`src/rtl/ps2rx_pkg.sv`:
```
package ps2rx_pkg;
  typedef enum logic {
    QUAL_SETTLE  = 1'b0,
    QUAL_HOLDOFF = 1'b1
  } qual_mode_e;

  typedef enum logic {
    QS_IDLE = 1'b0,
    QS_WAIT = 1'b1
  } qual_state_e;

  localparam int FRAME_BITS = 11;
  localparam int DATA_BITS  = 8;
endpackage

```
`src/rtl/ps2rx_sync.sv`:
```
module ps2rx_sync #(
  parameter int          WIDTH   = 2,
  parameter int          STAGES  = 2,
  parameter logic [WIDTH-1:0] RST_VAL = '1
) (
  input  logic             clk,
  input  logic             rst,
  input  logic [WIDTH-1:0] async_in,
  output logic [WIDTH-1:0] sync_out
);
  logic [WIDTH-1:0] stage_q [STAGES];

  for (genvar s = 0; s < STAGES; s++) begin : g_stage
    always_ff @(posedge clk) begin
      if (rst) stage_q[s] <= RST_VAL;
      else if (s == 0) stage_q[s] <= async_in;
      else stage_q[s] <= stage_q[(s == 0) ? 0 : s-1];
    end
  end

  assign sync_out = stage_q[STAGES-1];
endmodule

```
`src/rtl/ps2rx_qualifier.sv`:
```
module ps2rx_qualifier
  import ps2rx_pkg::*;
#(
  parameter int SETTLE_W       = 8,
  parameter int HOLDOFF_CYCLES = 1000
) (
  input  logic                clk,
  input  logic                rst,
  input  logic                clk_s,
  input  logic                data_s,
  input  logic                inhibit,
  input  logic                mode,
  input  logic [SETTLE_W-1:0] settle_cycles,
  output logic                bit_strobe,
  output logic                bit_data
);
  localparam int HW = $clog2(HOLDOFF_CYCLES + 1);

  qual_state_e         state_q;
  logic                clk_prev_q;
  logic [SETTLE_W-1:0] settle_q;
  logic [HW-1:0]       hold_q;
  logic                fall;
  qual_mode_e          mode_e;

  assign mode_e = qual_mode_e'(mode);
  assign fall   = clk_prev_q & ~clk_s;

  always_ff @(posedge clk) begin
    if (rst) begin
      state_q    <= QS_IDLE;
      clk_prev_q <= 1'b1;
      settle_q   <= '0;
      hold_q     <= '0;
      bit_strobe <= 1'b0;
      bit_data   <= 1'b0;
    end else begin
      clk_prev_q <= clk_s;
      bit_strobe <= 1'b0;
      if (hold_q != '0) hold_q <= hold_q - 1'b1;
      case (state_q)
        QS_IDLE: begin
          if (fall && !inhibit && hold_q == '0) begin
            if (mode_e == QUAL_SETTLE) begin
              settle_q <= settle_cycles;
              state_q  <= QS_WAIT;
            end else begin
              bit_strobe <= 1'b1;
              bit_data   <= data_s;
              hold_q     <= HW'(HOLDOFF_CYCLES);
            end
          end
        end
        default: begin
          if (inhibit) begin
            state_q <= QS_IDLE;
          end else if (settle_q == '0) begin
            state_q <= QS_IDLE;
            if (!clk_s) begin
              bit_strobe <= 1'b1;
              bit_data   <= data_s;
            end
          end else begin
            settle_q <= settle_q - 1'b1;
          end
        end
      endcase
    end
  end


  inhibit_blocks_chk: assert property (@(posedge clk) disable iff (rst)
    inhibit |=> !bit_strobe);


  settle_low_chk: assert property (@(posedge clk) disable iff (rst)
    bit_strobe |-> !$past(clk_s));
endmodule

```
`src/rtl/ps2rx_frame.sv`:
```
module ps2rx_frame
  import ps2rx_pkg::*;
#(
  parameter int TIMEOUT_CYCLES = 100000
) (
  input  logic                 clk,
  input  logic                 rst,
  input  logic                 bit_strobe,
  input  logic                 bit_data,
  output logic [DATA_BITS-1:0] rx_byte,
  output logic                 byte_valid,
  output logic                 frame_error,
  output logic                 timeout_error
);
  localparam int TW = $clog2(TIMEOUT_CYCLES + 1);
  localparam int CW = $clog2(FRAME_BITS + 1);

  logic [CW-1:0]           bit_cnt;
  logic [FRAME_BITS-2:0]   shift_q;
  logic [TW-1:0]           idle_q;
  logic [FRAME_BITS-1:0]   full;
  logic                    start_ok, stop_ok, par_ok, last_bit;

  assign full     = {bit_data, shift_q};
  assign start_ok = (full[0] == 1'b0);
  assign stop_ok  = (full[FRAME_BITS-1] == 1'b1);
  assign par_ok   = ^full[DATA_BITS+1:1];
  assign last_bit = (bit_cnt == CW'(FRAME_BITS-1));

  always_ff @(posedge clk) begin
    if (rst) begin
      bit_cnt       <= '0;
      shift_q       <= '0;
      idle_q        <= '0;
      rx_byte       <= '0;
      byte_valid    <= 1'b0;
      frame_error   <= 1'b0;
      timeout_error <= 1'b0;
    end else begin
      byte_valid    <= 1'b0;
      frame_error   <= 1'b0;
      timeout_error <= 1'b0;
      if (bit_strobe) begin
        idle_q  <= '0;
        shift_q <= {bit_data, shift_q[FRAME_BITS-2:1]};
        if (last_bit) begin
          bit_cnt <= '0;
          if (start_ok && stop_ok && par_ok) begin
            byte_valid <= 1'b1;
            rx_byte    <= full[DATA_BITS:1];
          end else begin
            frame_error <= 1'b1;
          end
        end else begin
          bit_cnt <= bit_cnt + 1'b1;
        end
      end else if (bit_cnt != '0) begin
        if (idle_q == TW'(TIMEOUT_CYCLES - 1)) begin
          idle_q        <= '0;
          bit_cnt       <= '0;
          timeout_error <= 1'b1;
        end else begin
          idle_q <= idle_q + 1'b1;
        end
      end else begin
        idle_q <= '0;
      end
    end
  end


  one_strobe_chk: assert property (@(posedge clk) disable iff (rst)
    $onehot0({byte_valid, frame_error, timeout_error}));


  valid_pulse_chk: assert property (@(posedge clk) disable iff (rst)
    byte_valid |=> !byte_valid);


  byte_hold_chk: assert property (@(posedge clk) disable iff (rst)
    !$stable(rx_byte) |-> byte_valid);


  timeout_idle_chk: assert property (@(posedge clk) disable iff (rst)
    timeout_error |-> (bit_cnt == '0));
endmodule

```
`src/rtl/ps2_rx_qual.sv`:
```
module ps2_rx_qual
  import ps2rx_pkg::*;
#(
  parameter int SETTLE_W       = 8,
  parameter int HOLDOFF_CYCLES = 1000,
  parameter int TIMEOUT_CYCLES = 100000,
  parameter int SYNC_STAGES    = 2
) (
  input  logic                 clk,
  input  logic                 rst,
  input  logic                 ps2_clk_in,
  input  logic                 ps2_data_in,
  input  logic                 host_inhibit,
  input  logic                 holdoff_mode,
  input  logic [SETTLE_W-1:0]  settle_cycles,
  output logic                 ps2_clk_drive_low,
  output logic [7:0]           rx_byte,
  output logic                 byte_valid,
  output logic                 frame_error,
  output logic                 timeout_error
);
  logic [1:0] lines_s;
  logic       strobe, sbit;

  ps2rx_sync #(.WIDTH(2), .STAGES(SYNC_STAGES), .RST_VAL(2'b11)) u_sync (
    .clk(clk), .rst(rst),
    .async_in({ps2_data_in, ps2_clk_in}),
    .sync_out(lines_s)
  );

  ps2rx_qualifier #(.SETTLE_W(SETTLE_W), .HOLDOFF_CYCLES(HOLDOFF_CYCLES)) u_qual (
    .clk(clk), .rst(rst),
    .clk_s(lines_s[0]), .data_s(lines_s[1]),
    .inhibit(host_inhibit | ps2_clk_drive_low),
    .mode(holdoff_mode), .settle_cycles(settle_cycles),
    .bit_strobe(strobe), .bit_data(sbit)
  );

  ps2rx_frame #(.TIMEOUT_CYCLES(TIMEOUT_CYCLES)) u_frame (
    .clk(clk), .rst(rst),
    .bit_strobe(strobe), .bit_data(sbit),
    .rx_byte(rx_byte), .byte_valid(byte_valid),
    .frame_error(frame_error), .timeout_error(timeout_error)
  );

  always_ff @(posedge clk) begin
    if (rst) ps2_clk_drive_low <= 1'b0;
    else     ps2_clk_drive_low <= host_inhibit;
  end


  drive_follow_chk: assert property (@(posedge clk) disable iff (rst)
    host_inhibit |=> ps2_clk_drive_low);
endmodule

```
`config.mk`:
```
export PLATFORM = sky130hd
export DESIGN_NAME = ps2_rx_qual
export DESIGN_NICKNAME = d
export VERILOG_FILES = /design/src/rtl/ps2rx_pkg.sv /design/src/rtl/ps2rx_sync.sv /design/src/rtl/ps2rx_qualifier.sv /design/src/rtl/ps2rx_frame.sv /design/src/rtl/ps2_rx_qual.sv
export SDC_FILE = /design/constraint.sdc
export NUM_CORES = 1
export LEC_CHECK = 0
export ABC_AREA = 1
export BUFFER_PORTS_ARGS = -buffer_cell sky130_fd_sc_hd__buf_4
export CORE_ASPECT_RATIO = 1.2
export CORE_MARGIN = 2
export CORE_UTILIZATION = 35
export CTS_CLUSTER_DIAMETER = 40
export CTS_CLUSTER_SIZE = 16
export DETAILED_ROUTE_END_ITERATION = 12
export HOLD_SLACK_MARGIN = 0.05
export SYNTH_ARGS = -nofsm -noshare
export SYNTH_HDL_FRONTEND = slang
export SYNTH_SLANG_ARGS = --single-unit
```
`constraint.sdc`:
```
create_clock -name clk -period 1.6 [get_ports clk]
set_input_delay 0.4 -clock clk [delete_from_list [all_inputs] [get_ports clk]]
set_output_delay 0.4 -clock clk [all_outputs]
set_load 0.02 [all_outputs]
```
==> impl_results.md, run 1 <==
* Syn. warnings at 0
* Initial core utilization at between 30% and 40%
* Cell with the most instances after synthesis: nand2_1
* Hold Crit Class: input port to flip-flop
* Mapped Nets at roughly 500
* Total gr overflow at 0
* Placed Area at around 0.0038 mm²
* Sequential area share after synthesis at ~41%
* Most instantiated cells after synthesis: nand2_1, dfxtp_1, inv_1
* Asr flop ratio synth at 0%
* First-pass GRT wire length at 12.2 mm
* Final Max Slew Viols at 0
* Pwr Density at around 1300 mW/mm²
* Drt drc at 0
* Worst reg-to-reg setup slack at ~31 ps
* # fillers at between 900 and 1000
* Minimum clock period at between 1500 and 2000 ps
* Setup_tns at 0 ps
* Arrival time worst endpoint at 1850 ps
* CP Max Fanout at 3
* Worst slew margin at a little under two thirds
* Syn_area_per_cell at slightly above 7 µm²
* Max clock buf depth at 2
* Primary FF master, synth: dfxtp_1
* Top area cells in the synthesized netlist: dfxtp_1, nand2_1, inv_1, nor2_1, a21oi_1
* CTS tree: done
* Clk Latency, worst-skew pair at roughly 340 ps
* # setup viols final at 0
* Placement Setup Slack at -65.7 ps
* Final #Nets at 560
* Vias in the first global route at about 2900
* ANT nets after route at 0
* Post-detail-place hpwl at a little under 5 mm
* Final worst slack at ~31 ps
* Clock skew at around 7.4 ps
* Max-cap violations at 0
* Cell area after synthesis at around 0.0034 mm²
* Area grow syn2layout at 30.4%
* Library cells used by synthesis at 33
* Antenna violations before repair at 0
* Via count at approximately 3100
* Post-Layout Inst Area at roughly 0.0044 mm²
* Post-placement cell count at around 640
* Maximum vdd ir drop at 0.000703 V
* Port Buf Inserts at 25
* RSZ-0062 raised after global routing: yes
* Least-Margin Pin Slew at 543 ps
* Final non-filler cell total at ~670
* Final hold viol count at 0
* Yosys reg bits at just under 70
* Fmax at about 640 MHz
* Critical Path Start Type: flip-flop
* Row cnt at 39
* Die height at 112 µm
* Worst EP required at 1880 ps
* Largest net degree at the start of global routing at 34
* Routed wire length at around 7.6 mm
* Dominant cell type by area after synthesis: dfxtp_1
* Core area at 0.00947 mm²
* Die width at about 94 µm
* Status: complete, no violations
* CTS buffer count at 9
* GPL Wtd Cong at ~0.86
* Cts hold-fix bufs at 0
* Pleak at ~1.9 nW
* Die ar. at approximately 0.010 mm²
* Final period util at a little over nine tenths
* DRT iter0 DRCs at around 120
* Antenna cells at 0
* Detailed-route wire length per cell at around 11 µm
* H-tree Lvls at 3
* Root Driver: clkbuf_16
* EDFF count, synth at 0
* Yosys top cell area share at 40.9%
* CP Capture Type: flip-flop
* Cell count after synthesis at between 400 and 500
* Global Route Usage Sum at between 10% and 20%
* Clock sink count at between 60 and 70
* Clock transition at path regs at roughly 60 ps
* Layout cell share with drive strength beyond 1 at between 20% and 30%
* DR pass1 iterations at 4
* WS Path Type: flip-flop to flip-flop
* IO Pins at 26
* Via-to-Cell Ratio at 4.70
metal layers:
metal	track usage (%)	wire length (µm)	vias to the layer above
met3	2.23	239	12
met2	24.5	3720	55
met5	0	0	-
met1	17.3	3420	1422
li1	-	-	1649
met4	8.12	179	0
cell usage in the layout, fill, tap and decap left out, types with 3 or more instances in the layout:
cell        n
a21oi_1    35
a21oi_2     3
buf_4      55
bufinv_16   3
clkbuf_16   9
dfxtp_1    61
dfxtp_2     8
ha_1        5
inv_1      66
inv_2       8
nand2_1    98
nand2_2    10
nand3_1    16
nand3_2     6
nand4_1    20
nor2_1     49
nor2_2     11
nor2_4      6
nor3_1      6
o21ai_0    22
o21ai_1     7
or2_2       5
xnor2_1     3
xor2_1      6
worst paths after layout:
check | cells past startpoint | endpoint | from
max | 11 | u_qual.hold_q[5]$_SDFF_PP0_ | u_qual.hold_q[0]$_SDFF_PP0_
min | 2 | u_sync.stage_q[0][1]$_SDFF_PP1_ | ps2_data_in
max reg2reg | 11 | u_qual.hold_q[5]$_SDFF_PP0_ | u_qual.hold_q[0]$_SDFF_PP0_
min reg2reg | 1 | u_sync.stage_q[1][0]$_SDFF_PP1_ | u_sync.stage_q[0][0]$_SDFF_PP1_
metrics by stage:
| stage | util, % | hold slack (ps) | power (mW) |
|---|---|---|---|
| after detailed placement | 40.2 | 399 | 3.12 |
| after global placement | 40.2 | 394 | 3.10 |
| after global routing | 46.5 | 246 | 6.07 |
| after floorplan | - | 389 | 2.79 |
| after CTS | 44.7 | 238 | 5.62 |
| final | 46.5 | 244 | 5.80 |
sequential cells by signal (all words and copies together) (netlist names):
name	count
u_frame.idle_q	17
u_frame.shift_q	10
u_qual.hold_q	10
u_frame.rx_byte	8
u_qual.settle_q	8
u_frame.bit_cnt	4
u_sync.stage_q	4
ps2_clk_drive_low	1
u_frame.byte_valid	1
u_frame.frame_error	1
u_frame.timeout_error	1
u_qual.bit_data	1
u_qual.bit_strobe	1
u_qual.clk_prev_q	1
u_qual.state_q	1
timing repair:
| action | 4_1_cts | 5_1_grt |
|---|---|---|
| pin swaps | 5 | 10 |
| hold endpoints to repair | 0 | 0 |
| buffers inserted | 5 | 8 |
| cloned | 1 | 2 |
| endpoints found under the setup margin | 7 | 36 |
| gates resized for setup | 8 | 34 |
layout make-up:
type	count	area [µm²]	share of cell area [%]
clock inverters	4	95.1	2.16
well taps	123	154	3.50
clock buffers	12	246	5.60
flip-flops and latches	69	1390	31.6
multi-input cells	325	1790	40.6
inverters	77	299	6.79
repair inverters	1	5.00	0.114
repair buffers	56	424	9.63
cells by family (layout without fill, tap and decap cells):
family	count (synthesis)	in the layout	share of synthesized area [%]
adders and majority gates	7	7	2.59
AOI/OAI and AO/OA	73	73	11.4
xor gates and xnor gates	9	9	2.34
buffers and inverters	86	150	9.86
DFF	69	69	40.9
muxes	1	1	0.297
and+or+nand+nor	233	235	32.6
critical path: stages, from the launching register on:
cell     delay (ps)
dfxtp_2         320
inv_2            70
ha_4            140
buf_4           110
nand4_1         130
nor2_1          150
nand3_1         120
nor2_1          110
nand3_1         130
nand2_1         120
nand2_1          60
inv_1            50
where the power goes:
part	leakage, nW	switching (mW)	internal, mW
Clock	0.167	0.733	1.56
Combinational	1.15	0.805	0.730
Sequential	0.562	0.118	1.85
Power figures use the tool's default switching activity.
==> run 2, diff against run 1 <==
--- a/config.mk
+++ b/config.mk
@@ -14,6 +14,7 @@
 export CTS_CLUSTER_SIZE = 16
 export DETAILED_ROUTE_END_ITERATION = 12
 export HOLD_SLACK_MARGIN = 0.05
+export REMOVE_ABC_BUFFERS = 1
 export SYNTH_ARGS = -nofsm -noshare
 export SYNTH_HDL_FRONTEND = slang
 export SYNTH_SLANG_ARGS = --single-unit
==> impl_results.md, run 2 (synthesis gave the netlist of run 1 again) <==
* Status: complete, no violations
* Drt drc at 0 (unchanged)
* Die height at 112 µm (unchanged)
* Clock skew at 6.96 ps (-0.450 ps)
* GPL Wtd Cong at 0.851 (-1.1%)
* Global Route Usage Sum at 13.8% (-0.65 points)
* Core area at 0.00947 mm² (unchanged)
* Critical Path Max Stage Delay at 330 ps (about the same)
* Top Registers: u_frame.idle_q x17, u_frame.shift_q x10, u_qual.hold_q x10
* Post-detail-place hpwl at 4.77 mm (-1.6%)
* Worst slew margin at 70.5% (+6.7 points)
* Max-cap violations at 0 (unchanged)
* Fin Hold WS at 253 ps (+9.39 ps)
* Pwr Density at 1210 mW/mm² (-8.3%)
* Max reg flops at 17 (unchanged)
* FF-to-FF Start: u_qual.hold_q[1]$_SDFF_PP0_
* Maximum vdd ir drop at 0.000504 V (-28%)
* Antenna violations before repair at 0 (unchanged)
* CTS tree: done
* Arrival time worst endpoint at 1800 ps (-50 ps)
* Die width at 93.7 µm (unchanged)
* Via count at 3049 (-2.8%)
* Commonest cells after routing, fill and taps aside: nand2_1, inv_1, dfxtp_1
* Hold Crit Class: input port to flip-flop
* Detailed-route wire length per cell at 10.6 µm (-6.7%)
* Setup_tns at 0 ps (unchanged)
* Commonest non-fill, non-tap cell in the layout: nand2_1
* Sequential share of power at 37.8% (+3.9 points)
* Minimum clock period at 1540 ps (-27.9 ps)
* Final #Nets at 552 (-1.4%)
* Pint at 3.67 mW (-11%)
* Largest net degree at the start of global routing at 34 (unchanged)
* RSZ-0062 raised after global routing: yes
* Final period util at 96.3% (-1.7 points)
* Worst reg-to-reg setup slack at 60 ps (+30 ps)
* Root Driver: clkbuf_16
* Clock sink count at 69 (unchanged)
* Combinational share of power at 24.4% (-2.1 points)
* Final worst slack at 59.1 ps (+27.9 ps)
* Antenna cells at 0 (unchanged)
* Sw Ratio at 29.4% (+0.84 points)
* # setup viols final at 0 (unchanged)
* WS Path Type: flip-flop to flip-flop
* IO Pins at 26 (unchanged)
* Final hold viol count at 0 (unchanged)
* CP Max Fanout at 7 (+4)
* Clock network power share at 37.8% (-1.8 points)
* Layout cell share with drive strength beyond 1 at 25.0% (-1.1 points)
* First-pass GRT wire length at 11.8 mm (-3.3%)
* Max clock buf depth at 2 (unchanged)
* ANT nets after route at 0 (unchanged)
* Fmax at 649 MHz (+1.8%)
* Area grow syn2layout at 27.4%
* Port Buf Inserts at 25 (unchanged)
* Final Max Slew Viols at 0 (unchanged)
* Worst hold path endpoint: u_sync.stage_q[0][1]$_SDFF_PP1_
* Worst EP required at 1860 ps (-20 ps)
* DR pass1 iterations at 4 (unchanged)
* H-tree Lvls at 3 (unchanged)
* Clk Latency, worst-skew pair at 330 ps (about the same)
* Register name with the most flops: u_frame.idle_q
* Hold path depth at 2 (unchanged)
* Crit path max-delay cell type: dfxtp_2
* Cell mode on critical path: nand3_2
* CP Capture Type: flip-flop
* Critical R2R Capture: u_qual.settle_q[4]$_SDFFE_PP0P_
* Clock transition at path regs at 60 ps (about the same)
* Vias in the first global route at 2785 (-3.5%)
* Via-to-Cell Ratio at 4.63 (-1.7%)
* Pleak at 1.83 nW (-2.4%)
* Initial core utilization at 35.7% (unchanged)
* CTS buffer count at 9 (unchanged)
* Row cnt at 39 (unchanged)
* Sw Pwr at 1.53 mW (-7.8%)
* Placement Setup Slack at -74.6 ps (-8.86 ps)
* Crit path cell chain: inv_2, ha_4, nand3_2, nor2_2, nand3_2, o21ai_4, nand2_4, inv_4, nand2_1, a21oi_1
* Reg2reg path depth at 10 (-1)
* Die ar. at 0.0104 mm² (unchanged)
* Critical Path Start Type: flip-flop
* Hold Crit Start: ps2_data_in
* Routed wire length at 6.97 mm (-7.9%)
* Least-Margin Pin Slew at 443 ps (-101 ps)
* DRT iter0 DRCs at 124 (+7.8%)
* Total gr overflow at 0 (unchanged)
[run 2: changes by cell type in the layout (fill, tap and decap cells not counted), moves of 2 or more]
cell	before	now
bufinv_16	3	1
a21oi_2	3	1
a21oi_1	35	37
nand3_2	6	4
buf_4	55	48
clkinvlp_4	0	2
nor3_2	2	4
[run 2: how the worst max path moves through the flow]
| stage | depth (start not counted) | startpoint | end | slack [ps] |
|---|---|---|---|---|
| 5_1_grt | 11 | u_qual.hold_q[1]$_SDFF_PP0_ | u_qual.bit_data$_SDFFE_PP0P_ | -40 |
| 2_1_floorplan | 5 | rst | u_frame.idle_q[11]$_SDFF_PP0_ | 20 |
| 4_1_cts | 10 | u_qual.hold_q[0]$_SDFF_PP0_ | u_qual.settle_q[5]$_SDFFE_PP0P_ | -4 |
| 3_5_place_dp | 10 | u_qual.hold_q[0]$_SDFF_PP0_ | u_qual.settle_q[4]$_SDFFE_PP0P_ | -70 |
| 6_report | 10 | u_qual.hold_q[1]$_SDFF_PP0_ | u_qual.settle_q[4]$_SDFFE_PP0P_ | 60 |
| 3_3_place_gp | 11 | u_qual.hold_q[0]$_SDFF_PP0_ | u_qual.bit_data$_SDFFE_PP0P_ | -10 |
[run 2: critical path, delay by kind of cell, from the launching register on]
kind            cells  cell delay (ps)
compound gates      2              330
fa+ha+maj           1              160
buf+inv             2              160
flops               1              330
simple gates        5              490
[run 2: area by class of cell]
| type | count | area, µm² |
|---|---|---|
| inverters | 77 | 299 |
| flip-flops and latches | 69 | 1400 |
| repair inverters | 1 | 5.00 |
| clock inverters | 3 | 45.0 |
| well taps | 123 | 154 |
| clock buffers | 13 | 250 |
| multi-input cells | 324 | 1780 |
| repair buffers | 49 | 372 |
| fillers | 969 | 5170 |
[run 2: power groups by stage]
stage | Sequential (mW) | Combinational (mW) | Clock (mW)
2_1_floorplan | 1.97 | 0.817 | 0
3_3_place_gp | 1.98 | 1.04 | 0
3_5_place_dp | 1.98 | 1.06 | 0
4_1_cts | 1.95 | 1.08 | 2.02
5_1_grt | 1.98 | 1.41 | 2.10
6_report | 1.96 | 1.26 | 1.97
[run 2: stage by stage]
step / cells / util (%) / instance area [µm²] / power [mW]
after detailed placement: 631 / 39.9 / 3780 / 3.04
final: 659 / 45.4 / 4300 / 5.19
after global placement: 631 / 39.9 / 3780 / 3.03
after global routing: 659 / 45.4 / 4300 / 5.49
after CTS: 647 / 43.2 / 4090 / 5.06
after floorplan: 469 / - / 3330 / 2.78
[run 2: repair_timing]
item | CTS | global route
gates cloned | 0 | 2
endpoints found under the setup margin | 10 | 41
pin swaps | 2 | 9
resized for setup | 5 | 40
buffers inserted | 0 | 10
hold buffers | 0 | 0
[run 2: layer usage]
layer,routed length (µm),GRT usage [%]
met1,3110,16.3
met2,3470,23.6
met3,270,3.65
met4,113,5.51
met5,0,0
